<file path="config.mk">
export PLATFORM = sky130hd
export DESIGN_NAME = sys_timer_top
export DESIGN_NICKNAME = d
export VERILOG_FILES = /design/src/rtl/st_pkg.sv /design/src/rtl/st_divider.sv /design/src/rtl/st_rtc.sv /design/src/rtl/sys_timer_top.sv
export SDC_FILE = /design/constraint.sdc
export NUM_CORES = 1
export LEC_CHECK = 0
export ABC_AREA = 1
export BUFFER_PORTS_ARGS = -buffer_cell sky130_fd_sc_hd__buf_4
export CAP_MARGIN = 40
export CORE_UTILIZATION = 40
export DETAILED_ROUTE_END_ITERATION = 16
export PLACE_DENSITY = 0.61
export SLEW_MARGIN = 20
export SYNTH_ARGS = -nofsm -noshare
export SYNTH_HDL_FRONTEND = slang
export SYNTH_SLANG_ARGS = --single-unit
</file>
<file path="constraint.sdc">
create_clock -name clk -period 2.5 [get_ports clk]
set_input_delay 0.5 -clock clk [delete_from_list [all_inputs] [get_ports clk]]
set_output_delay 0.5 -clock clk [all_outputs]
set_load 0.05 [all_outputs]
</file>
<file path="src/rtl/st_pkg.sv">
package st_pkg;

    localparam int FLAG_N = 4;

    typedef enum logic [2:0] {
        RA_STATUS   = 3'd0,
        RA_IEN      = 3'd1,
        RA_IDIS     = 3'd2,
        RA_MASK     = 3'd3,
        RA_PERIOD   = 3'd4,
        RA_PRESCALE = 3'd5,
        RA_ALARM    = 3'd6,
        RA_COUNT    = 3'd7
    } reg_addr_e;

    // bit 0 periodic, bit 1 alarm, bit 2 counter increment, bit 3 watchdog
    typedef struct packed {
        logic wdog;
        logic rt_inc;
        logic alarm;
        logic tick;
    } flags_t;

    function automatic logic [FLAG_N-1:0] flags_bits(flags_t f);
        return {f.wdog, f.rt_inc, f.alarm, f.tick};
    endfunction

endpackage

</file>
<file path="src/rtl/st_divider.sv">
module st_divider #(
    parameter int W = 16
) (
    input  logic         clk,
    input  logic         rst,
    input  logic         tick,
    input  logic         restart,
    input  logic [W-1:0] limit,
    output logic         fire
);
    logic [W-1:0] cnt_q;
    logic [W-1:0] cnt_inc;

    assign cnt_inc = cnt_q + W'(1);
    // a limit of zero matches after the count wraps: one fire per 2^W ticks
    assign fire    = tick && !restart && (cnt_inc == limit);

    always_ff @(posedge clk) begin
        if (rst || restart) begin
            cnt_q <= '0;
        end else if (tick) begin
            cnt_q <= fire ? '0 : cnt_inc;
        end
    end
endmodule

</file>
<file path="src/rtl/st_rtc.sv">
module st_rtc #(
    parameter int W = 20
) (
    input  logic         clk,
    input  logic         rst,
    input  logic         adv,
    input  logic [W-1:0] alarm,
    output logic [W-1:0] count,
    output logic         hit
);
    logic [W-1:0] next_val;

    assign next_val = count + W'(1);
    // the match is taken on the value being stepped onto, never the held one
    assign hit      = adv && (next_val == alarm);

    always_ff @(posedge clk) begin
        if (rst) begin
            count <= '0;
        end else if (adv) begin
            count <= next_val;
        end
    end
endmodule

</file>
<file path="src/rtl/sys_timer_top.sv">
module sys_timer_top #(
    parameter  int CNT_W        = 20,
    parameter  int DIV_W        = 16,
    parameter  int PRESCALE_RST = 32768,
    localparam int BUS_W        = (CNT_W > DIV_W) ? CNT_W : DIV_W
) (
    input  logic             clk,
    input  logic             rst,
    input  logic             slck_en,
    input  logic             wdog_ovf,
    input  logic             wr_en,
    input  logic             rd_en,
    input  logic [2:0]       addr,
    input  logic [BUS_W-1:0] wdata,
    output logic [BUS_W-1:0] rdata,
    output logic             irq
);
    import st_pkg::*;

    reg_addr_e          ra;
    logic [DIV_W-1:0]   period_q;
    logic [DIV_W-1:0]   prescale_q;
    logic [CNT_W-1:0]   alarm_q;
    logic [CNT_W-1:0]   rt_count;
    logic [FLAG_N-1:0]  status_q;
    logic [FLAG_N-1:0]  mask_q;
    logic               rt_adv;
    logic               alm_hit;
    logic               pit_fire;
    logic               wr_period;
    logic               wr_prescale;
    logic               rd_status;
    flags_t             ev;

    assign ra          = reg_addr_e'(addr);
    assign wr_period   = wr_en && (ra == RA_PERIOD);
    assign wr_prescale = wr_en && (ra == RA_PRESCALE);
    assign rd_status   = rd_en && (ra == RA_STATUS);

    st_divider #(.W(DIV_W)) prescaler_i (
        .clk     (clk),
        .rst     (rst),
        .tick    (slck_en),
        .restart (wr_prescale),
        .limit   (prescale_q),
        .fire    (rt_adv)
    );

    st_divider #(.W(DIV_W)) interval_i (
        .clk     (clk),
        .rst     (rst),
        .tick    (slck_en),
        .restart (wr_period),
        .limit   (period_q),
        .fire    (pit_fire)
    );

    st_rtc #(.W(CNT_W)) rtc_i (
        .clk   (clk),
        .rst   (rst),
        .adv   (rt_adv),
        .alarm (alarm_q),
        .count (rt_count),
        .hit   (alm_hit)
    );

    always_comb begin
        ev.tick   = pit_fire;
        ev.alarm  = alm_hit;
        ev.rt_inc = rt_adv;
        ev.wdog   = wdog_ovf;
    end

    // configuration registers
    always_ff @(posedge clk) begin
        if (rst) begin
            period_q   <= '0;
            prescale_q <= DIV_W'(PRESCALE_RST);
            alarm_q    <= '0;
        end else if (wr_en) begin
            case (ra)
                RA_PERIOD:   period_q   <= wdata[DIV_W-1:0];
                RA_PRESCALE: prescale_q <= wdata[DIV_W-1:0];
                RA_ALARM:    alarm_q    <= wdata[CNT_W-1:0];
                default: ;
            endcase
        end
    end

    // status: a fresh event is ORed in after the read clear, so it survives
    always_ff @(posedge clk) begin
        if (rst) begin
            status_q <= '0;
        end else begin
            status_q <= (rd_status ? '0 : status_q) | flags_bits(ev);
        end
    end

    always_ff @(posedge clk) begin
        if (rst) begin
            mask_q <= '0;
        end else if (wr_en && (ra == RA_IEN)) begin
            mask_q <= mask_q | wdata[FLAG_N-1:0];
        end else if (wr_en && (ra == RA_IDIS)) begin
            mask_q <= mask_q & ~wdata[FLAG_N-1:0];
        end
    end

    always_ff @(posedge clk) begin
        if (rst) begin
            rdata <= '0;
        end else if (rd_en) begin
            case (ra)
                RA_STATUS:   rdata <= BUS_W'(status_q);
                RA_MASK:     rdata <= BUS_W'(mask_q);
                RA_PERIOD:   rdata <= BUS_W'(period_q);
                RA_PRESCALE: rdata <= BUS_W'(prescale_q);
                RA_ALARM:    rdata <= BUS_W'(alarm_q);
                RA_COUNT:    rdata <= BUS_W'(rt_count);
                default:     rdata <= '0;
            endcase
        end
    end

    assign irq = |(status_q & mask_q);

endmodule

</file>
== Word-level counts from Yosys, hierarchy flattened ==
Cells that the tools add are included.
Operators by class
  $add $sub $neg: 3
  equality and inequality tests: 10
  mux-type cells: 6
  bitwise gates (word level): 5
  reductions and logical operators: 20
Operator list (count)
  20-bit case mux with 6 select lines: 1
  16-bit by 1-bit adder with 16-bit output, second input constant: 2
  16-bit equality test: 2
  16-bit two-way mux: 2
  20-bit by 1-bit adder with 20-bit output, second input constant: 1
  20-bit equality test: 1
  3-bit equality test, second input constant: 4
  4-bit two-way mux: 3
  1-bit logical AND: 10
  4-bit bitwise AND: 2
  4-bit OR: 2
  3-bit by 2-bit equality test with 1-bit output, second input constant: 2
  2-bit AND reduction: 3
  4-bit NOT: 1
  4-bit OR reduction: 1
  3-bit by 1-bit equality test with 1-bit output, second input constant: 1
  3-bit logical NOT: 1
  1-bit logical NOT: 2
  1-bit logical OR: 2
  2-bit nonzero test: 1
Word-level totals
  bits in registers: 132
  bits of input ports: 29
  output and inout bits: 21
  word-level logic and storage cells: 53

== Depth between registers and ports, before layout ==
  word-level depth: 7
  gate-level depth with buffers: 16
  depth with buffers taken out: 15

== Hierarchy ==
A second synthesis with hierarchy kept.
Second synthesis, totals
  cells, all modules: 1336
  area, all modules: 8389.3 um^2
By module, submodules not included
  sys_timer_top: times used 1, cells each 508, area an instance 3593.4 um^2, seq. area each 1601.5 um^2
  st_divider: times used 2, cells each 272, area an instance 1556.5 um^2, seq. area each 320.3 um^2
  st_rtc: times used 1, cells each 284, area an instance 1682.9 um^2, seq. area each 400.4 um^2

== Worst setup path after synthesis ==
No wires, ideal clock.
  kind: flip-flop to flip-flop
  start point: reg prescaler_i.cnt_q[0]
  end point: reg prescaler_i.cnt_q[13]
  setup time: 0.132 ns
  arrival time: 1.860 ns
  required time: 2.368 ns
  path slack: 0.508 ns
  cell stages (with the launch flop): 14
  path buffers: 1
  clock period less this slack: 1.992 ns
  path through: dfxtp_1 > ha_1 > nand2_1 > nor2_4 > nand3_1 > nand3_1 > nand2_1 > nor3_1 > nand3_1 > nor2_4 > inv_2 > buf_4 > nand2_1 > a21oi_1
Between the ends
  cells in the longest elaborated chain, start to end: 4
RTL lines
  start: declaration: RTL line st_divider.sv:11  | logic [W-1:0] cnt_q;
  start signal: assignment: RTL line st_divider.sv:22  | cnt_q <= fire ? '0 : cnt_inc;
  16-bit by 1-bit adder with 16-bit output *: RTL line st_divider.sv:14  | assign cnt_inc = cnt_q + W'(1);
  16-bit equality test: RTL line st_divider.sv:16  | assign fire = tick && !restart && (cnt_inc == limit);
  1-bit logical AND: RTL line st_divider.sv:16
  16-bit two-way mux *: RTL line st_divider.sv:22
Every way passes the cells marked *; elsewhere a longest branch is shown, timed or not.
A chain may end at the register's enable or synchronous reset.

== Worst setup path after layout ==
  start point: reg prescaler_i.cnt_q[2]
  end point: reg rtc_i.count[11]
Between the ends
  cells in the longest elaborated chain, start to end: 3
RTL lines
  16-bit by 1-bit adder with 16-bit output: RTL line st_divider.sv:14
  16-bit equality test: RTL line st_divider.sv:16
  1-bit logical AND: RTL line st_divider.sv:16
  end signal: assignment: RTL line st_rtc.sv:21  | count <= next_val;
  end: declaration: RTL line st_rtc.sv:8  | output logic [W-1:0] count,
No other way between the ends.

==> flow_summary.toml <==
[run_status]
outcome = "finished clean"

[floorplan]
die_w_microns = 139
core_sq_um = 18300
rows = 49
ios = 50
start_util_pct = 41.4
design.die.area_sq_um = 19500
fp.dieH_microns = 139

[power]
irDropWorstVdd_v = 0.000456
p_int_mw = 3.58
seqPwrFrac_pct = 44.3
clkPwrFrac_pct = 47.5
power.density_nw_per_um2 = 556
power_mw = 4.91
p_comb_share_pct = 8.1
swShare_pct = 27.0
p_switching_mw = 1.33
p_leak_nw = 3.40

[worst_setup_path]
path_cells = "nand3_1, nor2_4, nand4_1, nand3_1, nand2_1, nor2_1, nand3_1, nor2_4, inv_2, buf_12, a21oi_2, nor2_1"
cp_slowest_cell = "dfxtp_1"
rr_endpoint = "rtc_i.count[11]$_SDFFE_PP0P_"
cp_num_buf_inv = 2
path_max_fanout = 16
crit_family = "simple AND/OR/NAND/NOR gates"
critPathCaptureType = "flip-flop"
rr_worst_depth = 12
r2r_slack_ns = 0.19
start_kind = "flip-flop"
critPathMaxStageDelay_ns = 0.43
crit_cells = 12
reg2reg_from = "prescaler_i.cnt_q[2]$_SDFFE_PP0P_"
critPathArrivalTime_ns = 2.63
crit_type = "flip-flop to flip-flop"
critical_path_required_ns = 2.83
critical_path.most_common_cell = "nand3_1"

[synth]
synth_cell_type_count = 34
syn_area_per_cell_sq_um = 6.20
synth_top_area_share_pct = 35.0
syn_nets = 1252
ys_warn_count = 0
synth_area_leaders = "dfxtp_1 35%, nand2_1 18%, a21oi_1 8.4%, nand3_1 7.4%, inv_1 6.4%"
synth_top_flop_cell = "dfxtp_1"
synthesis.area_sq_um = 7560
syn_inst = 1220
synth_edf_count = 0
yosysSeqAreaShare_pct = 35.0
synth_area_leader_cell = "dfxtp_1"
synth_seq_cells = 132
synthArstFlopShare_pct = 0

[place]
dp_slack_ns = 0.152
gp_congestion = 0.948
dpl.hpwl_mm = 17.3
io_buffers = 49

[sta]
period_share_pct = 92.2
rsz0062_at_grt = "no"
tns_ns = 0
slew_headroom_pct = 50.6
fin_ws_ns = 0.195
final-max-slew-violation-count = 0
worst_pin_slew_ns = 0.740
fin_hold_ws_ns = 0.281
fmax_mhz = 434
setup_violations = 0
hold_viol_final = 0
fin_worst_skew_ns = 0.00848
period_minus_slack_ns = 2.31

[clock_tree]
cts_made_buffers = 17
clkSlewWorstSetupHoldPaths_ns = 0.06
htreeDepth = 4
clock_latency_ns = 0.43
clk_path_buf_depth = 2
tritoncts = "done"
cts_root_buffer = "clkbuf_16"
cts.sinks = 132

[layout]
drive_gt1_share_pct = 10.7
n_antenna_cell = 0
syn_to_final_growth_pct = 16.8
fin_nets = 1302

[drt]
first_pass_iters = 5
detail_route.wl_per_cell_microns = 15.5
viasPerCell = 5.28
drtIter0Drc = 678
ant_nets = 0
wirelength_mm = 23.5
drc = 0
vias = 7987

[run]
maxCapViolations = 0

[global_routing]
track_usage_pct = 25.1
antenna_found_initial = 0
grt_max_degree = 59
first_global_vias = 7287
grt_pass1_wl_mm = 38.1
overflow = 0

[worst_hold_path]
hold_depth = 3
min-delay-path-class = "input pin to flip-flop"
worstHoldStart = "wdog_ovf"
holdPathEnd = "status_q[3]$_SDFF_PP0_"
## worst max-delay path by stage
stage | to | startpoint
6_report | rtc_i.count[11]$_SDFFE_PP0P_ | prescaler_i.cnt_q[2]$_SDFFE_PP0P_
5_1_grt | rtc_i.count[14]$_SDFFE_PP0P_ | prescaler_i.cnt_q[0]$_SDFFE_PP0P_
4_1_cts | prescaler_i.cnt_q[8]$_SDFFE_PP0P_ | prescaler_i.cnt_q[0]$_SDFFE_PP0P_
3_5_place_dp | prescaler_i.cnt_q[8]$_SDFFE_PP0P_ | prescaler_i.cnt_q[0]$_SDFFE_PP0P_
3_3_place_gp | prescaler_i.cnt_q[13]$_SDFFE_PP0P_ | prescaler_i.cnt_q[0]$_SDFFE_PP0P_
2_1_floorplan | prescaler_i.cnt_q[13]$_SDFFE_PP0P_ | prescaler_i.cnt_q[0]$_SDFFE_PP0P_
## logic make-up after synthesis
| group | synth area share (%) |
|---|---|
| AND/OR/NAND/NOR | 35.2 |
| AO/OA/AOI/OAI | 18.8 |
| buffers and inverters | 9.05 |
| flip-flops | 35.0 |
| XOR/XNOR | 1.47 |
| adder cells (fa/ha/maj) | 0.497 |
## power by group through the flow
stage / Sequential [mW] / Clock [mW] / Combinational [mW]
CTS: 2.17 / 2.36 / 0.397
global route: 2.18 / 2.45 / 0.445
global placement: 2.22 / 0 / 0.395
detailed placement: 2.22 / 0 / 0.394
finish: 2.18 / 2.33 / 0.400
floorplan: 2.22 / 0 / 0.233
## tightest hold or removal path: stages
cell,delay (ns)
buf_4,0.08
a21oi_1,0.03
nor2_1,0.07
## stage by stage
stage               util, %  area, sq um  instances
global placement       45.1         8240       1480
global route           48.3         8830       1512
detailed placement     45.1         8240       1480
floorplan                 -         7560       1220
CTS                    48.1         8790       1512
finish                 48.3         8830       1512
## layout by cell type, fill, tap and decap left out, drive strengths merged
cell,netlist,routed
nand2,361,361
a21oi,135,135
dfxtp,132,132
inv,129,131
nor2,131,131
nand3,112,112
o21ai,91,91
buf,9,76
o22ai,32,32
nand4,19,19
clkbuf,36,19
nor3,10,10
clkinvlp,0,6
clkinv,1,6
a22oi,4,4
xnor3,3,3
xor2,3,3
ha,3,3
o21bai,2,2
xnor2,2,2
and2,1,1
nand3b,1,1
nor4,1,1
o211ai,1,1
o21a,1,1
## synthesized netlist by cell type, drive strengths merged, types with 2 or more instances
cell type,count
a21oi,135
dfxtp,132
clkbuf,36
nand4,19
buf,9
xor2,3
xnor3,3
xnor2,2
nor2,131
ha,3
nor3,10
o21bai,2
a22oi,4
o21ai,91
nand3,112
nand2,361
inv,129
o22ai,32
## flip-flops by register name (all words and copies together), names as in the netlist, named ones only
register,count
status_q,4
interval_i.cnt_q,16
alarm_q,20
rdata,20
rtc_i.count,20
period_q,16
prescale_q,16
prescaler_i.cnt_q,16
## area by class of cell
cell class | instances | area (sq um)
flip-flops and latches | 132 | 2650
well taps | 229 | 287
fillers | 1943 | 9440
repair buffers | 76 | 603
multi-input cells | 913 | 4260
clock buffers | 19 | 443
inverters | 130 | 488
clock inverters | 13 | 103
## repair_timing
| item | CTS | global route |
|---|---|---|
| resized for setup | 0 | 12 |
| endpoints found under the setup margin | 0 | 53 |
| hold buffers | 0 | 0 |
| endpoints found under the hold margin | 0 | 0 |
| setup buffers | 0 | 0 |
## routing by layer
metal	vias to the layer above	part of all wire, %	GRT usage (%)
li1	4109	-	-
met1	3645	50	35.7
met2	214	44	38.9
met3	19	5.2	3.82
met4	0	1.4	7.89
met5	-	0	0
No activity file was read; power rests on OpenSTA's default activity.
